<file path="config.mk">
export PLATFORM = sky130hd
export DESIGN_NAME = tod_alarm_irq
export DESIGN_NICKNAME = d
export VERILOG_FILES = /design/src/rtl/alarm_pkg.sv /design/src/rtl/alarm_regs.sv /design/src/rtl/alarm_match.sv /design/src/rtl/irq_ctrl.sv /design/src/rtl/tod_alarm_irq.sv
export SDC_FILE = /design/constraint.sdc
export NUM_CORES = 1
export LEC_CHECK = 0
export BUFFER_PORTS_ARGS = -buffer_cell sky130_fd_sc_hd__buf_2
export CAP_MARGIN = 20
export CORE_MARGIN = 3
export CORE_UTILIZATION = 45
export DETAILED_ROUTE_END_ITERATION = 10
export PLACE_DENSITY = 0.72
export SETUP_SLACK_MARGIN = 0.02
export SYNTH_ARGS = -nofsm -noshare
export SYNTH_HDL_FRONTEND = slang
export SYNTH_HIERARCHICAL = 1
export SYNTH_SLANG_ARGS = --single-unit
</file>
<file path="constraint.sdc">
create_clock -name clk -period 3 [get_ports clk]
set_clock_uncertainty 0.05 [all_clocks]
set_input_delay 0.15 -clock clk [delete_from_list [all_inputs] [get_ports clk]]
set_output_delay 0.15 -clock clk [all_outputs]
set_load 0.005 [all_outputs]
</file>
<file path="src/rtl/alarm_pkg.sv">
package alarm_pkg;
    localparam int FIELD_W   = 8;
    localparam int N_FIELDS  = 4;
    localparam int SEL_W     = 3;
    localparam int MASK_BIT  = FIELD_W - 1;
    localparam int N_WIDE    = 2;   // fields compared on FIELD_W-1 bits
    localparam int CFG_AE_BIT  = 0;
    localparam int CFG_ABE_BIT = 1;
    localparam int FLAG_AF_BIT = 0;

    typedef enum logic [SEL_W-1:0] {
        SEL_A_SEC   = 3'd0,
        SEL_A_MIN   = 3'd1,
        SEL_A_HOUR  = 3'd2,
        SEL_A_DATE  = 3'd3,
        SEL_ENABLES = 3'd4,
        SEL_FLAGS   = 3'd5
    } reg_sel_e;

    typedef enum logic [2:0] {
        RATE_EACH_SEC,
        RATE_SEC,
        RATE_MIN_SEC,
        RATE_HMS,
        RATE_FULL
    } rate_e;

    typedef struct packed {
        logic abe;
        logic ae;
    } irq_cfg_t;

    typedef logic [N_FIELDS-1:0][FIELD_W-1:0] field_vec_t;

    // Bits of a field that take part in the compare.
    function automatic logic [FIELD_W-1:0] value_mask(input int idx);
        logic [FIELD_W-1:0] m;
        m = '1;
        m[MASK_BIT] = 1'b0;
        if (idx >= N_WIDE) m[MASK_BIT-1] = 1'b0;
        return m;
    endfunction

    // Mask code ordering: {date, hours, minutes, seconds}.
    function automatic rate_e decode_rate(input logic [N_FIELDS-1:0] code);
        rate_e r;
        case (code)
            4'b1111: r = RATE_EACH_SEC;
            4'b1110: r = RATE_SEC;
            4'b1100: r = RATE_MIN_SEC;
            4'b1000: r = RATE_HMS;
            4'b0000: r = RATE_FULL;
            default: r = RATE_EACH_SEC;
        endcase
        return r;
    endfunction

    function automatic logic [N_FIELDS-1:0] fields_needed(input rate_e r);
        logic [N_FIELDS-1:0] n;
        case (r)
            RATE_SEC:     n = 4'b0001;
            RATE_MIN_SEC: n = 4'b0011;
            RATE_HMS:     n = 4'b0111;
            RATE_FULL:    n = 4'b1111;
            default:      n = 4'b0000;
        endcase
        return n;
    endfunction
endpackage

</file>
<file path="src/rtl/alarm_regs.sv">
module alarm_regs
    import alarm_pkg::*;
(
    input  logic                 clk,
    input  logic                 rst,
    input  logic                 pwr_up,
    input  logic                 wr_en,
    input  reg_sel_e             sel,
    input  logic [FIELD_W-1:0]   wdata,
    output field_vec_t           alarm_q,
    output irq_cfg_t             cfg_q
);
    logic [N_FIELDS-1:0] wr_hit;

    always_comb begin
        for (int i = 0; i < N_FIELDS; i++) begin
            wr_hit[i] = wr_en && (sel == reg_sel_e'(SEL_W'(i)));
        end
    end

    always_ff @(posedge clk) begin
        if (rst) begin
            alarm_q <= '0;
        end else begin
            for (int i = 0; i < N_FIELDS; i++) begin
                if (wr_hit[i]) alarm_q[i] <= wdata;
            end
        end
    end

    always_ff @(posedge clk) begin
        if (rst || pwr_up) begin
            cfg_q <= '0;
        end else if (wr_en && sel == SEL_ENABLES) begin
            cfg_q.ae  <= wdata[CFG_AE_BIT];
            cfg_q.abe <= wdata[CFG_ABE_BIT];
        end
    end
endmodule

</file>
<file path="src/rtl/alarm_match.sv">
module alarm_match
    import alarm_pkg::*;
(
    input  logic        tick,
    input  field_vec_t  alarm_q,
    input  field_vec_t  time_now,
    output logic        fire
);
    logic [N_FIELDS-1:0] agree;
    logic [N_FIELDS-1:0] mcode;
    logic [N_FIELDS-1:0] need;
    rate_e               rate;

    for (genvar i = 0; i < N_FIELDS; i++) begin : g_cmp
        assign agree[i] = ((alarm_q[i] ^ time_now[i]) & value_mask(i)) == '0;
        assign mcode[i] = alarm_q[i][MASK_BIT];
    end

    assign rate = decode_rate(mcode);
    assign need = fields_needed(rate);
    assign fire = tick && ((agree | ~need) == '1);
endmodule

</file>
<file path="src/rtl/irq_ctrl.sv">
module irq_ctrl
    import alarm_pkg::*;
(
    input  logic                clk,
    input  logic                rst,
    input  logic                fire,
    input  logic                flag_acc,
    input  irq_cfg_t            cfg,
    input  logic                on_backup,
    input  logic                osc_run,
    input  logic                ft_en,
    input  logic                wd_steer,
    input  logic [FIELD_W-1:0]  wd_cfg,
    input  logic                wd_irq,
    input  logic                tone512,
    output logic                af,
    output logic                irq_n
);
    logic acc_q;
    logic rel_q;
    logic gate;
    logic alarm_req;
    logic ft_sel;

    always_ff @(posedge clk) begin
        if (rst) begin
            af    <= 1'b0;
            acc_q <= 1'b0;
            rel_q <= 1'b0;
        end else begin
            acc_q <= flag_acc;
            if (fire)                    af <= 1'b1;
            else if (acc_q && !flag_acc) af <= 1'b0;
            if (fire)          rel_q <= 1'b0;
            else if (flag_acc) rel_q <= 1'b1;
            else if (!af)      rel_q <= 1'b0;
        end
    end

    assign gate      = cfg.ae && (!on_backup || cfg.abe);
    assign alarm_req = af && !rel_q && gate;
    assign ft_sel    = osc_run && ft_en && !cfg.ae && (wd_steer || wd_cfg == '0);

    always_comb begin
        if (alarm_req || wd_irq) irq_n = 1'b0;
        else if (ft_sel)         irq_n = tone512;
        else                     irq_n = 1'b1;
    end
endmodule

</file>
<file path="src/rtl/tod_alarm_irq.sv">
module tod_alarm_irq
    import alarm_pkg::*;
(
    input  logic                clk,
    input  logic                rst,
    input  logic                tick,
    input  logic [FIELD_W-1:0]  t_sec,
    input  logic [FIELD_W-1:0]  t_min,
    input  logic [FIELD_W-1:0]  t_hour,
    input  logic [FIELD_W-1:0]  t_date,
    input  logic                on_backup,
    input  logic                pwr_up,
    input  logic                bus_rd,
    input  logic                bus_wr,
    input  logic [SEL_W-1:0]    bus_sel,
    input  logic [FIELD_W-1:0]  bus_wdata,
    output logic [FIELD_W-1:0]  bus_rdata,
    input  logic                osc_run,
    input  logic                ft_en,
    input  logic                wd_steer,
    input  logic [FIELD_W-1:0]  wd_cfg,
    input  logic                wd_irq,
    input  logic                tone512,
    output logic                irq_n,
    output logic                alarm_flag
);
    reg_sel_e   sel_e;
    field_vec_t alarm_q;
    field_vec_t time_now;
    irq_cfg_t   cfg;
    logic       fire;
    logic       flag_acc;

    assign sel_e    = reg_sel_e'(bus_sel);
    assign time_now = {t_date, t_hour, t_min, t_sec};
    assign flag_acc = (bus_rd || bus_wr) && sel_e == SEL_FLAGS;

    alarm_regs u_regs (
        .clk     (clk),
        .rst     (rst),
        .pwr_up  (pwr_up),
        .wr_en   (bus_wr),
        .sel     (sel_e),
        .wdata   (bus_wdata),
        .alarm_q (alarm_q),
        .cfg_q   (cfg)
    );

    alarm_match u_match (
        .tick     (tick),
        .alarm_q  (alarm_q),
        .time_now (time_now),
        .fire     (fire)
    );

    irq_ctrl u_irq (
        .clk       (clk),
        .rst       (rst),
        .fire      (fire),
        .flag_acc  (flag_acc),
        .cfg       (cfg),
        .on_backup (on_backup),
        .osc_run   (osc_run),
        .ft_en     (ft_en),
        .wd_steer  (wd_steer),
        .wd_cfg    (wd_cfg),
        .wd_irq    (wd_irq),
        .tone512   (tone512),
        .af        (alarm_flag),
        .irq_n     (irq_n)
    );

    always_comb begin
        bus_rdata = '0;
        case (sel_e)
            SEL_A_SEC:   bus_rdata = alarm_q[0];
            SEL_A_MIN:   bus_rdata = alarm_q[1];
            SEL_A_HOUR:  bus_rdata = alarm_q[2];
            SEL_A_DATE:  bus_rdata = alarm_q[3];
            SEL_ENABLES: begin
                bus_rdata[CFG_AE_BIT]  = cfg.ae;
                bus_rdata[CFG_ABE_BIT] = cfg.abe;
            end
            SEL_FLAGS:   bus_rdata[FLAG_AF_BIT] = alarm_flag;
            default:     bus_rdata = '0;
        endcase
    end
endmodule

</file>
==> summary.md, run 1 <==
| Metric | Value |
|---|---|
| CP endpoint kind | output port |
| Startpoint types | input pin |
| Fraction of layout cells with a size suffix above 1 | 31.2% |
| First-pass GRT wire length | 8850 um |
| Mean area per synthesized cell | 10.3 um2 |
| Net Count, Synth | 281 |
| Sequential element share of the synthesized area | approximately a third |
| Number of antenna violations at the first check in global routing | 0 |
| Fin util | 56.9% |
| Final non-filler cell total | 346 |
| I/O pins | 73 |
| Final Hold Viols | 0 |
| Total grt overflow | 0 |
| Number of global-route vias before repair | 1,747 |
| Largest net degree at the start of global routing | 48 |
| CTS root buf | clkbuf_8 |
| MaxCap Viol Count | 0 |
| Die H | 76.7 um |
| Kind of critical path | in2out |
| Final setup violating endpoints | 0 |
| Worst path slowest cell | mux4_1 |
| Die ar. | 0.00588 mm2 |
| Crit path time final | 1.65 ns |
| Nets@finish | 341 |
| DR vias | 1,800 |
| Crit share post-route | a little under three fifths |
| Die X | 76.7 um |
| Synth cell count leaders | 42 x nand2b_1, 37 x dfxtp_1, 33 x mux2i_1, 16 x xnor2_1, 10 x xor2_1 |
| Worst Hold Class | in2reg |
| Synthesized flop and latch total | 37 |
| Hold-fix buffers, CTS | 0 |
| Dpl cell area | roughly 0.0026 mm2 |
| Final wirelength | 5540 um |
| Rel. slew slack | a little over half |
| Worst Path Arrival | between 1 and 1.5 ns |
| TritonCTS Sinks | 37 |
| Delay-heaviest family, CP | multiplexers |
| Drt first pass iters | 4 |
| Max clock buf depth | 2 |
| Via density | 5.20 |
| Most common cell on crit path | buf_2 |
| Final instance area | 0.00272 mm2 |
| Initial drt markers | between 100 and 150 |
| Max FO, Critical Path | 21 |
| Slew at the pin with the worst max-slew slack | 0.683 ns |
| Top-area cell type share of the netlist area | 32.9% |
| GR Util All Layers | between 10% and 20% |
| Number of library cell types mapped by synthesis | 39 |
| Sum of buffers and inverters on the critical path | 2 |
| Setup Fix Bufs, Post-CTS | 0 |
| Max Freq | 605 MHz |
| TritonCTS Buffers | 5 |
| Worst-path cell chain | buf_2, mux4_1, nor2b_1, buf_2 |
| Post-route DRC | 0 |
| Fill cell count | roughly 440 |
| FP Rows | 25 |
| Reg clk slew, reported paths | 0.08 ns |
| Status | completed |
| Area Growth Syn to Fin | 21.0% |
| Input/output buffers | 66 |
| Dpl cells | 338 |
| GPL Wtd Cong | 0.774 |
| Ranking of synthesized cells by area | dfxtp_1 33%, mux2i_1 15%, nand2b_1 12% |
| Synth area leader | dfxtp_1 |
| Max H-tree Level | 2 |
| Yosys warns | 6 |
| Mapped Area | ~0.0022 mm2 |
| Leak pwr | ~0.0012 uW |
| Most common cell in the netlist | nand2b_1 |
| Clock latency on the worst-skew pair | 0.30 ns |
| Post-synth top flop | dfxtp_1 |
| ANT nets after route | 0 |
| Cells after Synth | 218 |
| Post-DP HPWL | 3930 um |
| Fin Setup TNS | 0 ns |
| Starting Density | 47.0% |
| Setup repair after global routing missed its margin | no |
| PD cells | about 440 mW/mm2 |
| Post-synth EDFFs | 0 |
| Core Box Area | 0.00479 mm2 |
| Hold WS | roughly 0.13 ns |
| CTS tree | done |
| Worst VDD drop | 375 uV |
| Slew Limit Fails | 0 |
| Ant diodes | 0 |
| Post-cts resize count | 0 |
| CP required | 2.80 ns |
| Post-synthesis async set-or-reset flop share | 0% |
| Critical Path Max Stage Delay | around 0.60 ns |
| Per-cell routed wire length | 16.0 um |
## worst min-delay path: stages
cell      delay, ns
buf_2          0.07
nand2b_1       0.09
mux2i_1        0.12
## logic make-up after synthesis
kind of cell	Yosys count	share of synthesized area (%)
mux	43	23.4
simple gates	81	24.9
xor+xnor	26	10.1
compound gates	16	4.89
buf+inv	15	3.84
flops	37	32.9
## cells in the final DEF, fill, tap and decap left out, types with 5 or more instances in the layout
cell	synthesis	layout
a21oi_1	6	6
buf_2	3	66
clkbuf_8	0	5
dfxtp_1	37	37
mux2i_1	33	33
nand2b_1	42	42
nor2b_1	7	7
nor3b_1	5	5
xnor2_1	16	16
xor2_1	10	10
## layout make-up
| cell class | instances | area, um2 | area share [%] |
|---|---|---|---|
| Multi-Input combinational cell | 166 | 1420 | 52.3 |
| Timing Repair Buffer | 66 | 330 | 12.1 |
| Tap cell | 67 | 83.8 | 3.08 |
| Clock buffer | 5 | 68.8 | 2.53 |
| Inverter | 2 | 7.51 | 0.276 |
| Clock inverter | 3 | 68.8 | 2.53 |
| Sequential cell | 37 | 741 | 27.2 |
## through the flow
stage | setup WS, ns | power [uW]
6_report | 1.35 | 1190
5_1_grt | 1.19 | 1230
4_1_cts | 1.36 | 1200
3_5_place_dp | 1.31 | 671
3_3_place_gp | 1.34 | 669
2_1_floorplan | 1.71 | 608
## layer usage
metal / track usage, % / part of all wire [%] / up-vias
met2: 31.5 / 50 / 36
met5: 0 / 0 / -
met4: 4.89 / 1.2 / 0
met1: 24.7 / 45 / 862
met3: 4.58 / 4.2 / 8
li1: - / - / 894
## sequential cells by signal, indices dropped and copies added, names as in the netlist
register        count
u_irq/acc_q         1
u_irq/af            1
u_irq/rel_q         1
u_regs/alarm_q     32
u_regs/cfg_q        2
## report_power, final
| part | switching [uW] | internal (uW) |
|---|---|---|
| registers | 8.95 | 501 |
| clock network | 198 | 335 |
| logic | 71.8 | 78.4 |
| total | 279 | 914 |
## path summary, 6_finish.rpt
kind / from / slack [ns] / cells after the start / to
max reg2reg: u_regs/alarm_q[27] / 1.37 / 6 / u_irq/rel_q
max: bus_sel[0] / 1.35 / 4 / bus_rdata[4]
min reg2reg: u_regs/alarm_q[30] / 0.43 / 2 / u_regs/alarm_q[30]
min: bus_wdata[7] / 0.13 / 3 / u_regs/alarm_q[7]
Note: power is estimated with default switching activity, not from simulation.
==> run 2: changes to the inputs <==
--- a/config.mk
+++ b/config.mk
@@ -5,12 +5,13 @@
 export SDC_FILE = /design/constraint.sdc
 export NUM_CORES = 1
 export LEC_CHECK = 0
+export ABC_AREA = 1
 export BUFFER_PORTS_ARGS = -buffer_cell sky130_fd_sc_hd__buf_2
 export CAP_MARGIN = 20
 export CORE_MARGIN = 3
 export CORE_UTILIZATION = 45
 export DETAILED_ROUTE_END_ITERATION = 10
-export PLACE_DENSITY = 0.72
+export PLACE_DENSITY = 0.73
 export SETUP_SLACK_MARGIN = 0.02
 export SYNTH_ARGS = -nofsm -noshare
 export SYNTH_HDL_FRONTEND = slang
==> constraint.sdc (replaced) <==
create_clock -name clk -period 1.3 [get_ports clk]
set_clock_uncertainty 0.05 [all_clocks]
set_input_delay 0.065 -clock clk [delete_from_list [all_inputs] [get_ports clk]]
set_output_delay 0.065 -clock clk [all_outputs]
set_load 0.005 [all_outputs]
==> run 2 against run 1 <==
Net effect: the flow now finishes with violations (setup timing); global-route usage increased by 4.1 points; register-to-register slack got worse by 1.5 ns; area after synthesis increased by 17%; clock-buffer cell count increased by 2; sequential cell count unchanged; largest cell class unchanged; utilization increased by 4.7 points; clock power increased by 56%; setup slack got worse by 1.5 ns; critical endpoint is now u_irq/rel_q; synthesized cell count increased by 100%; total power increased by 120%; sequential share of layout area decreased by 4.8 points; first-iteration DRC count increased by 17%; highest routed layer unchanged.
==> summary.md, run 2 <==
| Metric | Value |
|---|---|
| Max Freq | 712 MHz |
| Final Hold Viols | 0 (unchanged) |
| Int Power | 1850 uW (+100%) |
| Largest net degree at the start of global routing | 33 (-31%) |
| Reg area | 768 um2 (+3.7%) |
| CP endpoint kind | flop |
| Fill cell count | 570 (+31%) |
| Gate power share | 22.9% (+10 points) |
| DR vias | 3,000 (+67%) |
| Ant diodes | 0 (unchanged) |
| Ranking of synthesized cells by area | dfxtp_1 28%, nand2_1 17%, nor2_1 14% |
| Largest family of logic cells by synthesized area | simple AND/OR/NAND/NOR gates |
| Power after layout | 2630 uW (+120%) |
| Synth area leader | dfxtp_1 |
| Dpl cells | 605 (+79%) |
| Sw frac | 29.8% (+6.4 points) |
| Crit path from | u_regs/alarm_q[17] |
| GPL Wtd Cong | 0.865 (+12%) |
| CTS tree | done |
| Final setup violating endpoints | 2 (+2) |
| Per-cell routed wire length | 12.3 um (-23%) |
| Clock latency on the worst-skew pair | 0.29 ns (about the same) |
| Fraction of layout cells with a size suffix above 1 | 32.8% (+1.7 points) |
| CP required | 1.49 ns (-1.31 ns) |
| HP Start | bus_wdata[7] |
| TritonCTS Sinks | 37 (unchanged) |
| Max H-tree Level | 2 (unchanged) |
| Max FO, Critical Path | 3 (-86%) |
| Final wirelength | 7530 um (+36%) |
| Post-DP HPWL | 5780 um (+47%) |
| Reg clk slew, reported paths | 0.07 ns (about the same) |
| Most common cell in the netlist | nand2_1 |
| Leak pwr | 0.00176 uW (+44%) |
| CTS root buf | clkbuf_8 |
| Final setup margin | -0.105 ns (-1.45 ns) |
| Setup repair after global routing missed its margin | yes |
| Reg2Reg Depth | 10 (+4) |
| Starting Density | 47.1% (+0.087 points) |
| Mean area per synthesized cell | 5.94 um2 (-42%) |
| Rel. slew slack | 44.1% (-10 points) |
| Status | complete, but fails checks |
| TritonCTS Buffers | 5 (unchanged) |
| Initial drt markers | 157 (+17%) |
| Post-route DRC | 0 (unchanged) |
| Crit path time final | roughly 1.4 ns |
| Post-synthesis mux area share | 0% (-23 points) |
| First-pass GRT wire length | 12,000 um (+36%) |
| Die H | 82.4 um (+7.4%) |
| MaxCap Viol Count | 0 (unchanged) |
| Clock share of power | 31.5% (-13 points) |
| Mapped Area | 0.00263 mm2 (+17%) |
| Reg2reg end | u_irq/rel_q |
| Largest reg by FF count | u_regs/alarm_q |
| Cells after Synth | 442 (+100%) |
| Startpoint types | flop |
| Area Growth Syn to Fin | 30.8% |
| Most frequent cells in the layout | 116 x nand2_1, 95 x nor2_1, 66 x buf_2 |
| Slew Limit Fails | 0 (unchanged) |
| Complex-gate fraction of the synthesized area | 2.67% (-2.2 points) |
| Yosys warns | 6 (unchanged) |
| Sequential element share of the synthesized area | 28.2% (-4.7 points) |
| I/O pins | 73 (unchanged) |
| FF-to-FF Start | u_regs/alarm_q[17] |
| Synth cell count leaders | 117 x nand2_1, 98 x nor2_1, 63 x inv_1, 49 x nand3_1, 37 x dfxtp_1 |
| Max clock buf depth | 2 (unchanged) |
| FP Rows | 27 (+8.0%) |
| Simple-gate portion of the synthesized area | 53.6% (+29 points) |
| Register-to-Register Setup Slack | -0.11 ns (-1.48 ns) |
| Fin util | 61.6% (+4.7 points) |
| Biggest regs | u_regs/alarm_q: 32 flops, u_regs/cfg_q: 2 flops |
| Kind of critical path | reg2reg |
| Worst Path Arrival | 1.59 ns (+0.14 ns) |
| Most common cell after layout, fill and taps aside | nand2_1 |
| Core Box Area | 0.00557 mm2 (+16%) |
| Top-area cell type share of the netlist area | 28.2% (-4.7 points) |
| Nets@finish | 605 (+77%) |
| PD cells | 767 mW/mm2 (+75%) |
| Synth Area in Adders | 0% (unchanged) |
| Worst Hold Class | in2reg |
| Post-synth EDFFs | 0 (unchanged) |
| Worst VDD drop | 620 uV (+66%) |
| NetSw | 785 uW (+180%) |
| Die ar. | 0.00679 mm2 (+15%) |
| Synthesized flop and latch total | 37 (unchanged) |
| Crit path to | u_irq/rel_q |
| ANT nets after route | 0 (unchanged) |
| Die X | 82.4 um (+7.4%) |
| Sequential share of power | 45.6% (+2.9 points) |
| Crit share post-route | 108% |
| Multi-input gate area | 0.00157 mm2 (+11%) |
| Number of antenna violations at the first check in global routing | 0 (unchanged) |
| Via density | 4.89 (-6.1%) |
| Max reg flops | 32 (unchanged) |
| Slew at the pin with the worst max-slew slack | 0.836 ns (+0.153 ns) |
| Failing checks | setup timing |
| Input/output buffers | 66 (unchanged) |
| Number of global-route vias before repair | 2,698 (+54%) |
| XOR/XNOR Fraction of Synth Area | 2.00% (-8.1 points) |
| Net Count, Synth | 505 (+80%) |
| Final non-filler cell total | 614 (+77%) |
| GR Util All Layers | 23.1% (+4.1 points) |
| Total grt overflow | 0 (unchanged) |
| Pre-CTS WS | -0.0803 ns (-1.39 ns) |
| Number of library cell types mapped by synthesis | 32 (-18%) |
| Drt first pass iters | 4 (unchanged) |
| Post-synthesis async set-or-reset flop share | 0% (unchanged) |
| Post-synth top flop | dfxtp_1 |
run 2: cell types whose count changed after synthesis, sizes merged, moves of 7 or more:
cell / change
nand2: +121
nor2: +106
inv: +66
nand3: +49
nand2b: -42
mux2i: -33
nand4: +14
xnor2: -12
nor2b: -9
xor2: -8
clkbuf: -7
run 2: cell families (layout without fill, tap and decap cells):
logic type | Yosys count | in the layout
AOI/OAI and AO/OA | 12 | 12
buffers and inverters | 82 | 182
DFF | 37 | 37
xor gates and xnor gates | 6 | 6
and+or+nand+nor | 305 | 305
run 2: critical path, cell delays in order, from the launching register on:
cell	delay [ns]
dfxtp_2	0.33
nand2_1	0.06
inv_1	0.03
nor2_1	0.11
nor2_1	0.06
nand3_1	0.12
nand2_1	0.09
nand3_2	0.07
nor2_2	0.04
or3_1	0.34
inv_1	0.05
run 2: metrics by stage:
stage | hold slack, ns | setup TNS (ns) | area, um2
floorplan | 0.0874 | 0 | 2630
global placement | 0.240 | -0.281 | 3250
detailed placement | 0.234 | -0.369 | 3250
global route | 0.139 | -0.292 | 3430
CTS | 0.112 | -0.0765 | 3370
finish | 0.124 | -0.126 | 3430
run 2: worst min-delay path by stage:
stage,end,slack (ns),depth (start not counted)
finish,u_regs/alarm_q[7],0.12,5
global placement,u_irq/acc_q,0.24,2
global route,u_regs/alarm_q[22],0.14,5
floorplan,u_irq/acc_q,0.09,1
CTS,u_regs/alarm_q[7],0.11,5
detailed placement,u_irq/acc_q,0.23,2
run 2: what timing repair did:
| item | CTS | global route |
|---|---|---|
| pin swaps | 9 | 11 |
| endpoints found under the hold margin | 4 | 0 |
| setup buffers | 0 | 0 |
| gates resized for setup | 9 | 29 |
| setup endpoints to repair | 5 | 9 |
| hold buffers | 2 | 0 |
run 2: final cells by class:
class / instances / share of cell area [%]
Inverter: 70 / 7.80
Timing Repair Buffer: 105 / 18.9
Sequential cell: 37 / 22.4
Tap cell: 72 / 2.62
Clock buffer: 7 / 2.51
Multi-Input combinational cell: 323 / 45.8
run 2: power groups by stage:
stage                     registers [uW]  logic (uW)  clock network (uW)
after floorplan                     1220         338                   0
after global placement              1220         563                   0
after detailed placement            1220         578                   0
after CTS                           1200         587                 832
after global routing                1210         671                 882
final                               1200         604                 829
run 2: metal layers:
metal	part of all wire, %	global-route usage (%)
met1	41	28.8
met2	49	40.5
met3	7.6	3.58
met4	1.7	7.64
met5	0	0
